## src/rtl/mdm_scan_pkg.sv

```systemverilog
package mdm_scan_pkg;

  localparam int WORD_W   = 16;
  localparam int CHF_W    = 4;   // channel field width in host words
  localparam int CHF_LSB  = 10;
  localparam int B_SCAN   = 15;
  localparam int B_UPD    = 14;
  localparam int B_EC2    = 7;
  localparam int B_EC1    = 6;
  localparam int B_C2     = 5;
  localparam int B_C1     = 4;
  localparam int B_ES2    = 3;
  localparam int B_ES1    = 2;
  localparam int B_SS2    = 1;
  localparam int B_SS1    = 0;

  typedef struct packed {
    logic c2;
    logic c1;
    logic es2;
    logic es1;
    logic ss2;
    logic ss1;
  } ch_ctl_t;

  typedef struct packed {
    logic             scan;
    logic             upd;
    logic [CHF_W-1:0] ch;
    logic             ec2;
    logic             ec1;
    logic             c2;
    logic             c1;
    logic             es2;
    logic             es1;
    logic             ss2;
    logic             ss1;
  } ctl_wr_t;

  function automatic ctl_wr_t decode_wr(input logic [WORD_W-1:0] w);
    ctl_wr_t d;
    d.scan = w[B_SCAN];
    d.upd  = w[B_UPD];
    d.ch   = w[CHF_LSB +: CHF_W];
    d.ec2  = w[B_EC2];
    d.ec1  = w[B_EC1];
    d.c2   = w[B_C2];
    d.c1   = w[B_C1];
    d.es2  = w[B_ES2];
    d.es1  = w[B_ES1];
    d.ss2  = w[B_SS2];
    d.ss1  = w[B_SS1];
    return d;
  endfunction

  function automatic ch_ctl_t merge_ctl(input ch_ctl_t cur, input ctl_wr_t w);
    ch_ctl_t n;
    n.es2 = w.es2;
    n.es1 = w.es1;
    n.ss2 = w.ss2;
    n.ss1 = w.ss1;
    n.c2  = w.ec2 ? w.c2 : cur.c2;
    n.c1  = w.ec1 ? w.c1 : cur.c1;
    return n;
  endfunction

  function automatic logic [WORD_W-1:0] pack_status(input logic [CHF_W-1:0] ch,
                                                    input logic [1:0] ind,
                                                    input logic [1:0] es,
                                                    input logic [1:0] s);
    logic [WORD_W-1:0] r;
    r = '0;
    r[15:14] = 2'b11;
    r[CHF_LSB +: CHF_W] = ch;
    r[9:8] = ind;
    r[3:2] = es;
    r[1:0] = s;
    return r;
  endfunction

endpackage

```

## src/rtl/mdm_chan_bank.sv

```systemverilog
module mdm_chan_bank
  import mdm_scan_pkg::*;
#(
  parameter int N_CH = 16
) (
  input  logic                      clk,
  input  logic                      rst_n,
  input  logic                      upd_en,
  input  ctl_wr_t                   upd_word,
  input  logic [2*N_CH-1:0]         line_sts,
  input  logic [N_CH-1:0]           dataset_mode,
  output ch_ctl_t [N_CH-1:0]        ctl_q,
  output logic [N_CH-1:0][1:0]      stat_q,
  output logic [N_CH-1:0][1:0]      ind,
  output logic [N_CH-1:0]           line_reset
);

  for (genvar i = 0; i < N_CH; i++) begin : g_ch
    logic    sel;
    ch_ctl_t nxt;
    logic    hup;
    logic    dtr_up;
    logic    hold_q;
    logic    lrst_q;

    assign sel    = upd_en && (upd_word.ch == CHF_W'(i));
    assign nxt    = merge_ctl(ctl_q[i], upd_word);
    assign hup    = sel && dataset_mode[i] && ctl_q[i].c1 && !nxt.c1;
    assign dtr_up = sel && !ctl_q[i].c1 && nxt.c1;

    always_ff @(posedge clk) begin
      if (!rst_n) begin
        ctl_q[i]  <= '0;
        stat_q[i] <= '0;
        hold_q    <= 1'b0;
        lrst_q    <= 1'b0;
      end else begin
        if (sel) ctl_q[i] <= nxt;
        if (hup)         hold_q <= 1'b1;
        else if (dtr_up) hold_q <= 1'b0;
        stat_q[i] <= (hup || hold_q) ? 2'b00 : line_sts[2*i +: 2];
        lrst_q    <= hup;
      end
    end

    assign ind[i] = (stat_q[i] ^ {ctl_q[i].ss2, ctl_q[i].ss1})
                    & {ctl_q[i].es2, ctl_q[i].es1};
    assign line_reset[i] = lrst_q;
  end

endmodule

```

## src/rtl/mdm_scan_ctrl.sv

```systemverilog
module mdm_scan_ctrl #(
  parameter int N_CH = 16,
  localparam int CH_W = (N_CH > 1) ? $clog2(N_CH) : 1,
  localparam int ST_W = $clog2(N_CH + 1)
) (
  input  logic            clk,
  input  logic            rst_n,
  input  logic            wr_en,
  input  logic            wr_scan,
  input  logic            rd_en,
  input  logic            clr_flag,
  input  logic [N_CH-1:0] chg_any,
  output logic [CH_W-1:0] ptr,
  output logic            flag,
  output logic            scan_on
);

  logic [CH_W-1:0] nxt;
  logic [ST_W-1:0] steps;
  logic            budget_left;

  assign nxt         = (ptr == CH_W'(N_CH - 1)) ? '0 : ptr + CH_W'(1);
  assign budget_left = (steps != ST_W'(N_CH));

  always_ff @(posedge clk) begin
    if (!rst_n) begin
      ptr     <= '0;
      flag    <= 1'b1;
      scan_on <= 1'b0;
      steps   <= '0;
    end else begin
      if (wr_en) scan_on <= wr_scan;
      if (rd_en) begin
        ptr <= nxt;
      end else if (scan_on && !flag && budget_left) begin
        ptr   <= nxt;
        steps <= steps + ST_W'(1);
        if (chg_any[nxt]) flag <= 1'b1;
      end
      if (wr_en || clr_flag) steps <= '0;
      if (clr_flag) flag <= 1'b0;
    end
  end

endmodule

```

## src/rtl/mdm_status_view.sv

```systemverilog
module mdm_status_view
  import mdm_scan_pkg::*;
#(
  parameter int N_CH = 16,
  localparam int CH_W = (N_CH > 1) ? $clog2(N_CH) : 1
) (
  input  logic [CH_W-1:0]        ptr,
  input  ch_ctl_t [N_CH-1:0]     ctl_q,
  input  logic [N_CH-1:0][1:0]   stat_q,
  input  logic [N_CH-1:0][1:0]   ind,
  output logic [WORD_W-1:0]      rd_data
);

  ch_ctl_t cur;

  always_comb begin
    cur     = ctl_q[ptr];
    rd_data = pack_status(CHF_W'(ptr), ind[ptr], {cur.es2, cur.es1}, stat_q[ptr]);
  end

endmodule

```

## src/rtl/mdm_chg_scanner.sv

```systemverilog
module mdm_chg_scanner
  import mdm_scan_pkg::*;
#(
  parameter int N_CH = 16
) (
  input  logic              clk,
  input  logic              rst_n,
  input  logic              wr_en,
  input  logic [15:0]       wr_data,
  input  logic              rd_en,
  output logic [15:0]       rd_data,
  input  logic              clr_flag,
  output logic              flag,
  input  logic [2*N_CH-1:0] line_sts,
  input  logic [N_CH-1:0]   dataset_mode,
  output logic [N_CH-1:0]   rts,
  output logic [N_CH-1:0]   dtr,
  output logic [N_CH-1:0]   line_reset
);

  localparam int CH_W = (N_CH > 1) ? $clog2(N_CH) : 1;

  ctl_wr_t               wr_dec;
  ch_ctl_t [N_CH-1:0]    ctl_q;
  logic [N_CH-1:0][1:0]  stat_q;
  logic [N_CH-1:0][1:0]  ind;
  logic [N_CH-1:0]       chg_any;
  logic [CH_W-1:0]       ptr;
  logic                  scan_on;

  assign wr_dec = decode_wr(wr_data);

  mdm_chan_bank #(.N_CH(N_CH)) u_bank (
    .clk          (clk),
    .rst_n        (rst_n),
    .upd_en       (wr_en && wr_dec.upd),
    .upd_word     (wr_dec),
    .line_sts     (line_sts),
    .dataset_mode (dataset_mode),
    .ctl_q        (ctl_q),
    .stat_q       (stat_q),
    .ind          (ind),
    .line_reset   (line_reset)
  );

  for (genvar i = 0; i < N_CH; i++) begin : g_out
    assign rts[i]     = ctl_q[i].c2;
    assign dtr[i]     = ctl_q[i].c1;
    assign chg_any[i] = |ind[i];
  end

  mdm_scan_ctrl #(.N_CH(N_CH)) u_scan (
    .clk      (clk),
    .rst_n    (rst_n),
    .wr_en    (wr_en),
    .wr_scan  (wr_dec.scan),
    .rd_en    (rd_en),
    .clr_flag (clr_flag),
    .chg_any  (chg_any),
    .ptr      (ptr),
    .flag     (flag),
    .scan_on  (scan_on)
  );

  mdm_status_view #(.N_CH(N_CH)) u_view (
    .ptr     (ptr),
    .ctl_q   (ctl_q),
    .stat_q  (stat_q),
    .ind     (ind),
    .rd_data (rd_data)
  );

endmodule

```

## config.mk

```make
export PLATFORM = sky130hd
export DESIGN_NAME = mdm_chg_scanner
export DESIGN_NICKNAME = d
export VERILOG_FILES = /design/src/rtl/mdm_scan_pkg.sv /design/src/rtl/mdm_chan_bank.sv /design/src/rtl/mdm_scan_ctrl.sv /design/src/rtl/mdm_status_view.sv /design/src/rtl/mdm_chg_scanner.sv
export SDC_FILE = /design/constraint.sdc
export NUM_CORES = 1
export LEC_CHECK = 0
export BUFFER_PORTS_ARGS = -buffer_cell sky130_fd_sc_hd__buf_2
export CAP_MARGIN = 25
export CORE_ASPECT_RATIO = 1.4
export CORE_MARGIN = 10
export CORE_UTILIZATION = 45
export DETAILED_ROUTE_END_ITERATION = 6
export PLACE_DENSITY = 0.68
export SLEW_MARGIN = 20
export SYNTH_ARGS = -nofsm -noshare
export SYNTH_HDL_FRONTEND = slang
export SYNTH_SLANG_ARGS = --single-unit
```

## constraint.sdc

```tcl
create_clock -name clk -period 2.2 [get_ports clk]
set_clock_uncertainty 0.1 [all_clocks]
set_input_delay 0.22 -clock clk [delete_from_list [all_inputs] [get_ports clk]]
set_output_delay 0.22 -clock clk [all_outputs]
set_load 0.1 [all_outputs]
```

Yosys cells after proc, flatten, opt, wreduce, memory -nomap -nowiden:

Cells that the tools add are included.

* flip-flop bits (word level): 171
* input port bits: 69
* output and inout port bits: 65

* add/subtract/negate cells: 2
* magnitude comparators: 2
* equal/unequal tests: 18
* muxes and demuxes: 63
* bitwise operators: 34
* reductions and logical operators: 220

Operator list (number)
* logical AND 1 bit: 99
* OR reduction 2 bit: 33
* 2-to-1 mux 1 bit: 53
* nonzero test 2 bit: 19
* == test 4 bit, second input constant: 9
* AND reduction 2 bit: 17
* logical NOT 1 bit: 33
* bitwise AND 2 bit: 16
* bitwise XOR 2 bit: 16
* binary-select mux 6 bit (select 4 bit): 1
* logical OR 1 bit: 17
* binary-select mux 2 bit (select 4 bit): 2
* == test 4 x 3 -> 1 bit, second input constant: 4
* 2-to-1 mux 4 bit: 4
* less-than comparator 4 x 5 -> 1 bit, second input constant: 2
* == test 4 x 2 -> 1 bit, second input constant: 2
* adder 5 x 1 -> 5 bit, second input constant: 1
* inequality test 5 bit, second input constant: 1
* adder 4 x 1 -> 4 bit, second input constant: 1
* binary-select mux 1 bit (select 4 bit): 1
* == test 4 x 1 -> 1 bit, second input constant: 1
* logical NOT 4 bit: 1
* 2-to-1 mux 2 bit: 2
* AND reduction 3 bit: 1
* other kinds (2): 3

Depth between registers and ports, before layout:

* word-level depth: 9
* gate-level depth with buffers: 9
* mapped depth without buffers: 8

Cells and area by module:

A second synthesis with hierarchy kept.

* cells, all modules: 806
* area, all modules: 8008.9 µm²

By module, submodules not included
* mdm_chan_bank: times used 1, cells each 655, area an instance 6334.8 µm², seq. area each 3203.1 µm²
* mdm_status_view: times used 1, cells each 65, area an instance 864.6 µm², seq. area each 0.0 µm²
* mdm_scan_ctrl: times used 1, cells each 69, area an instance 703.2 µm², seq. area each 220.2 µm²
* mdm_chg_scanner: times used 1, cells each 17, area an instance 106.4 µm², seq. area each 0.0 µm²

Least setup slack after synthesis:

OpenSTA, ideal clock, no wires.

* path kind: register -> output
* from: reg u_scan.ptr[2]
* to: out rd_data[8]
* arrival time: 2.906 ns
* required time: 1.880 ns
* setup slack: -1.026 ns
* stages on the path, launching flop included: 9
* path buffers: 3
* cell sequence: dfxtp_1 buf_6 clkbuf_1 clkbuf_1 nand3_1 o211ai_1 o21ai_0 o211ai_1 o21a_1

* word-level cells in the longest chain between the ends: 2

RTL lines
* from (decl): line mdm_scan_ctrl.sv:13 `output logic [CH_W-1:0] ptr,`
* from (signal assigned): line mdm_scan_ctrl.sv:34 `ptr <= nxt;`
* from (signal assigned): line mdm_scan_ctrl.sv:36 `ptr <= nxt;`
* binary-select mux 2 bit (select 4 bit): line mdm_status_view.sv:18 `rd_data = pack_status(CHF_W'(ptr), ind[ptr], {cur.es2, cur.es1}, stat_q[ptr]);`
* 2-to-1 mux 2 bit (implied by the code): line mdm_status_view.sv:18
* to (decl): line mdm_chg_scanner.sv:11 `output logic [15:0] rd_data,`

No other way between the ends. The select of a mux whose other input is x is not followed.

Worst setup path in the final report:

* from: reg u_scan.ptr[0]
* to: out rd_data[1]

The elaborated chain is that of the path after synthesis.

==> results by group <==
Global routing
  – Largest net degree at the start of global routing: 44
  – Antenna violations before repair: 2
  – Global-route wire length before repair: 39.2 mm
  – Number of global-route vias before repair: 7,481
  – GRT Residual Overflow: 0
  – All-Layer GR Usage: 0.197

Critical path
  – Critical Path Fanout Max: 7
  – CP Cell Sequence: buf_12, mux4_2, mux4_2, buf_12
  – Critical Path Max Stage Delay: 540 ps
  – CP Class: flop to output pin
  – Critical path's slowest cell: mux4_2
  – Critical path buffer and inverter count: 2
  – Delay-heaviest family, CP: multiplexers
  – Worst EP required: 1880 ps
  – Worst Path Arrival: between 2000 and 2500 ps
  – Crit path launch type: flop
  – CP endpoint kind: output pin

Run status
  – Status: complete, but fails checks
  – Failing checks: setup timing

Synthesis
  – Post-synthesis cell area: 8700 sq um
  – Yosys warns: 0
  – Area leader, netlist: dfxtp_1
  – Asr flop ratio synth: 0
  – Cells after Synth: 977
  – Yosys cell types: 56
  – Synth top area share: 0.393
  – Syn Area/Cell: about 8.9 sq um
  – Synth area leaders: dfxtp_1 (39%), mux4_2 (6.2%), nand2_1 (5.6%)
  – Sequential share of the synthesized area: 0.393
  – Top-count cell post-synth: dfxtp_1
  – Prevailing post-synth register cell: dfxtp_1
  – #FFs+latches synth: 171
  – Synth cell count leaders: dfxtp_1 (171), nand2_1 (129), nand3_1 (63)
  – Number of synthesized flops with an enable pin: 0

Timing
  – Post-route setup slack: -345 ps
  – Tightest Pin Transition: 587 ps
  – Max Clk Rate: 0.393 GHz
  – Final count of negative-setup-slack endpoints: 6
  – RSZ-0062 raised after global routing: true
  – Final Hold Vio Count: 0
  – Max-slew headroom: 0.609
  – Final slew viol count: 0
  – Fin crit share: 1.16
  – Post-route minimum period: 2550 ps

Finish
  – Layout cell share with drive strength beyond 1: 0.243
  – Final Non-Filler Cells: between 1,000 and 1,500
  – Area grow syn2layout: 23.9%
  – Nets@finish: ~1,200
  – Final instance area: about 11,000 sq um
  – Fillers: 1,666
  – Post-Route Utilization: 0.563

Floorplan
  – Cell Rows: 60
  – Full die area: about 25,000 sq um
  – Die height: 185 um
  – Initial Util: 0.455
  – IO Pins: 134
  – Die Width: 138 um
  – Area of the core: 19,100 sq um

Route
  – 1st-iter DRT viols: ~480
  – WL/cell: 18.3 um
  – Total wire length: roughly 25 mm
  – Via count: 7,507
  – Post-DRT Antenna Nets: 0
  – Vias/cell: 5.48
  – TritonRoute pass-1 iters: 5
  – DRC Markers: 0

Placement
  – DP HPWL: about 18 mm
  – Placed insts: 1,286
  – Area after DPL: 9490 sq um
  – Pre-CTS setup slack: 13.6 ps
  – Gp weighted congestion: 0.896
  – IO Port Bufs: approximately 130

Pwr
  – Pwr Total: 7.44 mW
  – Pwr Density: 690 nW/um^2
  – Peak VDD IR: 0.559 mV
  – Leak Pwr: 4.13 nW

Min path
  – Worst min path class: primary input to flop

CTS
  – CTS H-Tree Depth: 4
  – Clock buffer count from CTS: 17
  – CTS clock-pin slew for the worst setup and hold paths: around 70 ps
  – Clock Path Buffers: 2
  – Worst-skew pair later-pin latency: 440 ps
  – CTS tree: yes
  – CTS Root Cell: clkbuf_16
  – CTS sink cnt: 171

Flow run
  – Max_cap viols: 0
-- state kept, by name (all words and copies together), names as in the netlist --
register,flops
u_scan.ptr,4
u_bank.ctl_q,96
u_bank.g_ch.lrst_q,16
u_scan.scan_on,1
u_scan.flag,1
u_scan.steps,5
u_bank.stat_q,32
u_bank.g_ch.hold_q,16
-- layout by cell type (no fill, tap or decap), drive strengths merged, types with 2 or more instances in the layout --
master,n
a21boi,73
a21oi,11
a221oi,6
a22oi,8
a311oi,3
a31oi,2
a41oi,5
and2,12
and4b,4
buf,176
bufinv,5
clkbuf,17
clkinv,4
conb,6
dfxtp,171
diode,2
dlygate4sd3,49
ha,3
inv,31
mux2,2
mux2i,44
mux4,24
nand2,129
nand2b,8
nand3,63
nand3b,13
nand4,14
nand4b,2
nor2,60
nor2b,46
nor3,4
nor3b,13
o211ai,8
o21a,2
o21ai,51
xnor2,3
xor2,35
-- path summary, 6_finish.rpt --
check | start | end | slack, ps | cells after the start
setup / recovery | u_scan.ptr[0] | rd_data[1] | -350 | 4
hold / removal | clr_flag | u_scan.flag | 30 | 4
setup reg to reg | u_scan.ptr[0] | u_scan.flag | 20 | 10
hold reg to reg | u_bank.ctl_q[5] | u_bank.ctl_q[5] | 350 | 2
-- tightest hold or removal path: cells and delay by family --
| family | cells | cell delay [ps] |
|---|---|---|
| buffers and inverters | 2 | 160 |
| AOI/OAI and AO/OA | 2 | 160 |
-- report_power, final --
part / switching (mW) / total (mW) / internal (mW)
clock network: 1.34 / 3.38 / 2.04
logic: 0.508 / 0.865 / 0.356
registers: 0.0536 / 3.20 / 3.14
-- layer usage --
metal / GRT usage / vias up / wire length [um] / part of all wire
met5: 0 / - / 13 / 0.00052
met4: 0.0943 / 2 / 957 / 0.038
met3: 0.0510 / 64 / 1620 / 0.065
met2: 0.336 / 278 / 12600 / 0.50
met1: 0.220 / 3584 / 9900 / 0.39
li1: - / 3579 / - / -
-- what timing repair did --
action                     4_1_cts  5_1_grt
hold endpoints to repair        49        0
buffers inserted                 1        0
pin swaps                        7        6
resized for setup               22       10
setup endpoints to repair        6        7
hold buffers                    49        0
-- layout make-up --
class                   count  area (sq um)  area share
multi-input cells         666          4600       0.427
flip-flops and latches    171          3440       0.319
well taps                 248           310      0.0288
clock inverters            15           235      0.0218
inverters                  26          97.6     0.00905
diodes                      2          5.00    0.000464
clock buffers              17           425      0.0394
repair buffers            225          1670       0.154
-- stage by stage --
step / setup TNS [ps] / hold slack, ps
6_report: -1670 / 34.0
3_5_place_dp: 0 / 323
3_3_place_gp: 0 / 321
5_1_grt: -1980 / 59.4
4_1_cts: -1730 / 15.4
2_1_floorplan: -1020 / 232
-- cell families after synthesis --
family / Yosys count / share of synthesized area
other: 2 / 0.000863
adder cells (fa/ha/maj): 3 / 0.00431
AND/OR/NAND/NOR: 372 / 0.218
AO/OA/AOI/OAI: 177 / 0.140
multiplexers: 70 / 0.115
XOR/XNOR: 38 / 0.0382
buffers and inverters: 144 / 0.0896
flip-flops: 171 / 0.393
Note: power is estimated with default switching activity, not from simulation.
